**config.mk**
```make
export PLATFORM = sky130hd
export DESIGN_NAME = addr_scrambler
export DESIGN_NICKNAME = d
export VERILOG_FILES = /design/src/rtl/addr_scrambler_pkg.sv /design/src/rtl/rst_sync.sv /design/src/rtl/bit_sync.sv /design/src/rtl/unlock_ctr.sv /design/src/rtl/hdr_perm.sv /design/src/rtl/addr_scrambler.sv
export SDC_FILE = /design/constraint.sdc
export NUM_CORES = 1
export LEC_CHECK = 0
export BUFFER_PORTS_ARGS = -buffer_cell sky130_fd_sc_hd__buf_4
export CELL_PAD_IN_SITES_DETAIL_PLACEMENT = 0
export CELL_PAD_IN_SITES_GLOBAL_PLACEMENT = 1
export CORE_MARGIN = 1.5
export CORE_UTILIZATION = 34
export DETAILED_ROUTE_END_ITERATION = 7
export GPL_TIMING_DRIVEN = 1
export PLACE_DENSITY = 0.76
export REMOVE_ABC_BUFFERS = 1
export SETUP_SLACK_MARGIN = 0.2
export SLEW_MARGIN = 20
export SYNTH_ARGS = -nofsm -noshare
export SYNTH_HDL_FRONTEND = slang
export SYNTH_SLANG_ARGS = --single-unit
```
**constraint.sdc**
```tcl
create_clock -name clk -period 1.2 [get_ports clk]
set_clock_uncertainty 0.1 [all_clocks]
set_input_delay 0.06 -clock clk [delete_from_list [all_inputs] [get_ports clk]]
set_output_delay 0.06 -clock clk [all_outputs]
set_load 0.02 [all_outputs]
```
**src/rtl/addr_scrambler_pkg.sv**
```systemverilog
package addr_scrambler_pkg;
  // Source bit index for each low ROM line inside the header window.
  function automatic int unsigned hdr_src(input int unsigned line);
    case (line)
      0:       return 6;
      1:       return 4;
      4:       return 1;
      6:       return 0;
      default: return line;
    endcase
  endfunction
endpackage

```
**src/rtl/rst_sync.sv**
```systemverilog
module rst_sync #(
  parameter int unsigned STAGES = 2
) (
  input  logic clk,
  input  logic rst_n,
  output logic rst_sync_n
);
  logic [STAGES-1:0] chain_q;
  logic [STAGES-1:0] chain_d;

  always_comb chain_d = {chain_q[STAGES-2:0], 1'b1};

  always_ff @(posedge clk or negedge rst_n) begin
    if (!rst_n) chain_q <= '0;
    else        chain_q <= chain_d;
  end

  assign rst_sync_n = chain_q[STAGES-1];
endmodule

```
**src/rtl/bit_sync.sv**
```systemverilog
module bit_sync #(
  parameter int unsigned STAGES = 2
) (
  input  logic clk,
  input  logic rst_n,
  input  logic d,
  output logic q
);
  logic [STAGES-1:0] stage_q;
  logic [STAGES-1:0] stage_d;

  always_comb stage_d = {stage_q[STAGES-2:0], d};

  always_ff @(posedge clk or negedge rst_n) begin
    if (!rst_n) stage_q <= '0;
    else        stage_q <= stage_d;
  end

  assign q = stage_q[STAGES-1];
endmodule

```
**src/rtl/unlock_ctr.sv**
```systemverilog
module unlock_ctr #(
  parameter int unsigned UNLOCK_EDGES = 49,
  localparam int unsigned CW = $clog2(UNLOCK_EDGES + 1)
) (
  input  logic          clk,
  input  logic          rst_n,
  input  logic          lvl_i,
  output logic [CW-1:0] count_o,
  output logic          unlocked_o
);
  localparam logic [CW-1:0] LIMIT = CW'(UNLOCK_EDGES);

  logic          lvl_prev_q;
  logic          fall;
  logic          sat;
  logic          cnt_en;
  logic [CW-1:0] cnt_q, cnt_d;
  logic          open_q, open_d;

  always_comb begin
    fall   = lvl_prev_q & ~lvl_i;
    sat    = (cnt_q == LIMIT);
    cnt_en = fall & ~sat;
    cnt_d  = cnt_q + CW'(1);
    open_d = open_q | (cnt_en & (cnt_d == LIMIT));
  end

  always_ff @(posedge clk or negedge rst_n) begin
    if (!rst_n) begin
      lvl_prev_q <= 1'b0;
      cnt_q      <= '0;
      open_q     <= 1'b0;
    end else begin
      lvl_prev_q <= lvl_i;
      if (cnt_en) cnt_q <= cnt_d;
      open_q <= open_d;
    end
  end

  assign count_o    = cnt_q;
  assign unlocked_o = open_q;

  AST_CNT_STEP: assert property (@(posedge clk) disable iff (!rst_n)
    (cnt_q != $past(cnt_q)) |-> (cnt_q == $past(cnt_q) + CW'(1)));
  AST_CNT_BOUND: assert property (@(posedge clk) disable iff (!rst_n)
    cnt_q <= LIMIT);
  AST_STAY_OPEN: assert property (@(posedge clk) disable iff (!rst_n)
    $past(open_q) |-> open_q);
endmodule

```
**src/rtl/hdr_perm.sv**
```systemverilog
module hdr_perm
  import addr_scrambler_pkg::*;
#(
  parameter int unsigned AW     = 16,
  parameter int unsigned LO_W   = 8,
  parameter int unsigned WIN_BIT = 8
) (
  input  logic [AW-1:0]   addr_i,
  input  logic            unlocked_i,
  output logic [LO_W-1:0] lo_o
);
  localparam int unsigned LOCK_BIT = LO_W - 1;

  logic in_win;
  assign in_win = addr_i[WIN_BIT] & ~(|addr_i[AW-1:WIN_BIT+1]);

  for (genvar i = 0; i < LO_W; i++) begin : g_line
    if (i == LOCK_BIT) begin : g_lock
      assign lo_o[i] = addr_i[i] | ~unlocked_i;
    end else if (hdr_src(i) != i) begin : g_perm
      assign lo_o[i] = in_win ? addr_i[hdr_src(i)] : addr_i[i];
    end else begin : g_pass
      assign lo_o[i] = addr_i[i];
    end
  end
endmodule

```
**src/rtl/addr_scrambler.sv**
```systemverilog
module addr_scrambler #(
  parameter int unsigned AW           = 16,
  parameter int unsigned UNLOCK_EDGES = 49,
  localparam int unsigned LO_W = 8,
  localparam int unsigned CW   = $clog2(UNLOCK_EDGES + 1)
) (
  input  logic            clk,
  input  logic            rst_n,
  input  logic [AW-1:0]   cpu_addr,
  output logic [LO_W-1:0] rom_lo
);
  logic          rst_int_n;
  logic          top_bit_s;
  logic [CW-1:0] edge_cnt;
  logic          unlocked;

  rst_sync #(.STAGES(2)) i_rst_sync (
    .clk(clk), .rst_n(rst_n), .rst_sync_n(rst_int_n)
  );

  bit_sync #(.STAGES(2)) i_top_sync (
    .clk(clk), .rst_n(rst_int_n), .d(cpu_addr[AW-1]), .q(top_bit_s)
  );

  unlock_ctr #(.UNLOCK_EDGES(UNLOCK_EDGES)) i_unlock (
    .clk(clk), .rst_n(rst_int_n), .lvl_i(top_bit_s),
    .count_o(edge_cnt), .unlocked_o(unlocked)
  );

  hdr_perm #(.AW(AW), .LO_W(LO_W), .WIN_BIT(8)) i_perm (
    .addr_i(cpu_addr), .unlocked_i(unlocked), .lo_o(rom_lo)
  );

  AST_LOCKED_HIGH: assert property (@(posedge clk) disable iff (!rst_int_n)
    (edge_cnt != CW'(UNLOCK_EDGES)) |-> rom_lo[LO_W-1]);
  AST_OPEN_AT_LIMIT: assert property (@(posedge clk) disable iff (!rst_int_n)
    $rose(unlocked) |-> (edge_cnt == CW'(UNLOCK_EDGES)));
  AST_PERM_ONES: assert property (@(posedge clk) disable iff (!rst_int_n)
    $countones({rom_lo[6], rom_lo[4], rom_lo[1], rom_lo[0]}) ==
    $countones({cpu_addr[6], cpu_addr[4], cpu_addr[1], cpu_addr[0]}));
endmodule

```
==> key figures <==
Outcome
  • Status: finished with violations
  • Failing checks: setup timing

STA
  • Endpoints failing hold: 0
  • Maximum clock rate: 764 MHz
  • Clock period minus worst slack: 1.31 ns
  • Fin crit share: 109%
  • Fin. max-slew vios: 0
  • RSZ-0062 raised after global routing: true
  • Final worst setup slack: -0.108 ns
  • # setup viols final: 5

GRT
  • Initial antenna violation count: 0
  • First-pass GRT wire length: 2350 um
  • Vias in the first global route: 541
  • Largest net degree at the start of global routing: 11
  • GR Util All Layers: 15.4%
  • Final global-route overflow total: 0

Critical path
  • CP Class: reg2reg
  • Worst-path cell chain: ha_4 -> nand3_2 -> nor2_1 -> nor2_1 -> a221oi_2
  • Worst r2r path cells: 5
  • Critical path depth: 5
  • Crit-path max FO: 5
  • Critical Path Start: i_unlock.count_o[0]
  • Crit-path max cell delay: 0.46 ns
  • Reg2Reg Launch Point: i_unlock.count_o[0]
  • Worst path top cell family by delay: flip-flops
  • CP Launch Type: flop
  • Worst Setup EP: i_unlock.unlocked_o
  • Crit. End Element: flop
  • FF-to-FF End: i_unlock.unlocked_o
  • R2R setup slack: -0.11 ns
  • Crit-path slowest cell: dfrtp_2
  • Cell mode on critical path: nor2_1
  • Buf/Inv on CP: 0
  • Crit path arrival time: 1.39 ns
  • Required time of the critical path: 1.29 ns

Final layout
  • Antenna diodes: 0
  • Layout fillers: 157
  • Layout cell share with drive strength beyond 1: 61.5%
  • NumNets Final: 113
  • Post-route cell area: 1080 um^2
  • Register area: 303 um^2
  • Area of the multi-input gates: 418 um^2
  • Post-layout util: 60.5%
  • Syn-to-layout area delta: 62.6%

Routing
  • DR vias: 540
  • Initial DRC Count: 13
  • Vias per cell: 4.66
  • DRT antenna net count: 0
  • Drt first pass iters: 4
  • DRC Markers: 0
  • Routed WL: 1300 um
  • Routed wire per std cell: 11.2 um

Placement
  • # port buffers: 19
  • HPWL Detailed: 943 um
  • Gpl congestion: 0.738
  • Dpl cell area: 875 um^2
  • Place WS: -0.165 ns

Synthesis
  • Area leader, netlist: dfrtp_1
  • Avg Cell Area, Syn: 11.2 um^2
  • Synth area leaders: dfrtp_1, xnor2_1, mux2_1
  • Post-Synthesis Cell Area: 663 um^2
  • Fraction of the mapped netlist area in compound gates: 8.30%
  • Simple-Gate Fraction of Synth Area: 17.9%
  • Gate Count Post-Synth: 59
  • Mux share of post-synthesis cell area: 6.79%
  • Adder-cell area share of the yosys netlist: 5.66%
  • Post-Synth XOR/XNOR Area: 9.25%
  • Dominant combinational cell family by area after synthesis: simple AND/OR/NAND/NOR gates
  • Main flop type after synthesis: dfrtp_1
  • Number of enable flip-flop cells after synthesis: 0
  • Seq cells post-synth: 12
  • Post-synthesis sequential area ratio: 45.3%
  • Yosys warns: 0
  • Area share of the largest cell type after synthesis: 45.3%
  • FFs w/ async S/R, synth: 100%
  • Cell variety after synth: 25

Die
  • Core area: 1780 um^2
  • I/O pins: 26
  • Row Count: 15
  • Initial Util: 37.2%
  • Die Span Y: 47.2 um
  • Die Span X: 47.2 um
  • Total Die Area: 2220 um^2

Flow run
  • Max-Cap Viols: 0

Clock network
  • Reg clk slew, reported paths: 0.08 ns
  • Clock Path Buffers: 2
  • Clk root buf: clkbuf_4
  • Clock Sinks: 12
  • CTS tree: yes
  • Max H-tree Level: 1
  • Clk_lat worst skew: 0.27 ns
  • Cts bufs inserted: 3

Pwr
  • Leak: 0.481 nW
  • Worst vdd ir: 0.750 mV
  • Pwr Density: 1590 nW/um^2

Hold path
  • Worst hold path type: in2async
per-stage QoR:
stage	instances	power (mW)	TNS (ns)	hold WS, ns
2_1_floorplan	55	0.907	-0.182	-0.336
3_3_place_gp	108	1.20	-0.685	-0.257
3_5_place_dp	108	1.22	-0.736	-0.256
4_1_cts	116	1.69	-0.331	0.00336
5_1_grt	116	1.84	-0.886	0.0201
6_report	116	1.72	-0.369	0.0102
final cells by class:
| class | count | area share (%) |
|---|---|---|
| well taps | 25 | 2.90 |
| flip-flops and latches | 12 | 28.1 |
| inverters | 3 | 1.04 |
| multi-input cells | 40 | 38.7 |
| clock buffers | 4 | 3.36 |
| repair buffers | 32 | 25.9 |
placed cells by master, fill, tap and decap left out, types with 2 or more instances in the layout:
cell            n
nand2_1         2
nand2_2         2
nand4_1         2
mux2_4          4
nor2_1          3
xnor2_1         5
buf_6           9
dlygate4sd3_1   2
clkbuf_4        3
inv_1           2
buf_4          21
dfrtp_2         2
ha_4            2
dfrtp_1        10
registers in the layout (all words and copies together) (netlist names):
register and flops:
i_unlock.unlocked_o 1, i_unlock.lvl_prev_q 1, i_rst_sync.chain_q 2, i_top_sync.stage_q 2, i_unlock.count_o 6
power breakdown:
part	leakage, nW	switching, mW	total [mW]	internal [mW]
sequential	0.146	0.126	0.631	0.505
combinational	0.315	0.328	0.771	0.443
clock	0.0210	0.132	0.316	0.184
total	0.481	0.586	1.72	1.13
worst min path at each step:
stage / startpoint / slack (ns) / to / cells past startpoint
floorplan: rst_n / -0.34 / i_rst_sync.chain_q[0] / 0
global placement: rst_n / -0.26 / i_rst_sync.chain_q[0] / 1
detailed placement: rst_n / -0.26 / i_rst_sync.chain_q[0] / 1
CTS: rst_n / 0.003 / i_rst_sync.chain_q[0] / 2
global route: cpu_addr[2] / 0.02 / rom_lo[2] / 0
finish: rst_n / 0.01 / i_rst_sync.chain_q[0] / 2
synthesized netlist by cell type, drive strengths merged, types with 2 or more instances:
library cell / instances
dfrtp: 12
nand4: 2
a31oi: 2
nor2: 4
ha: 3
inv: 3
xnor2: 6
buf: 4
nand3: 2
nand2: 4
mux2: 4
nand2b: 2
per-layer routing:
metal  share of wire [%]  vias up  GRT usage, %
met5                   0        -             0
met4                 2.0        0          8.33
met3                 6.0        2          2.69
met2                  50       24          25.8
met1                  42      252          18.6
li1                    -      262             -
cells by family (layout without fill, tap and decap cells):
group | count (synthesis) | in the layout
AO/OA/AOI/OAI | 5 | 5
XOR/XNOR | 7 | 7
adder cells (fa/ha/maj) | 3 | 3
buffers and inverters | 7 | 39
flip-flops | 12 | 12
multiplexers | 4 | 4
other | 1 | 1
AND/OR/NAND/NOR | 20 | 20
what timing repair did:
action	CTS	global route
setup endpoints to repair	12	12
buffers inserted	2	0
gates resized for setup	28	4
pin swaps	12	2
hold buffers	2	0
gates cloned	0	0
hold endpoints to repair	3	0
Note: power is estimated with default switching activity, not from simulation.
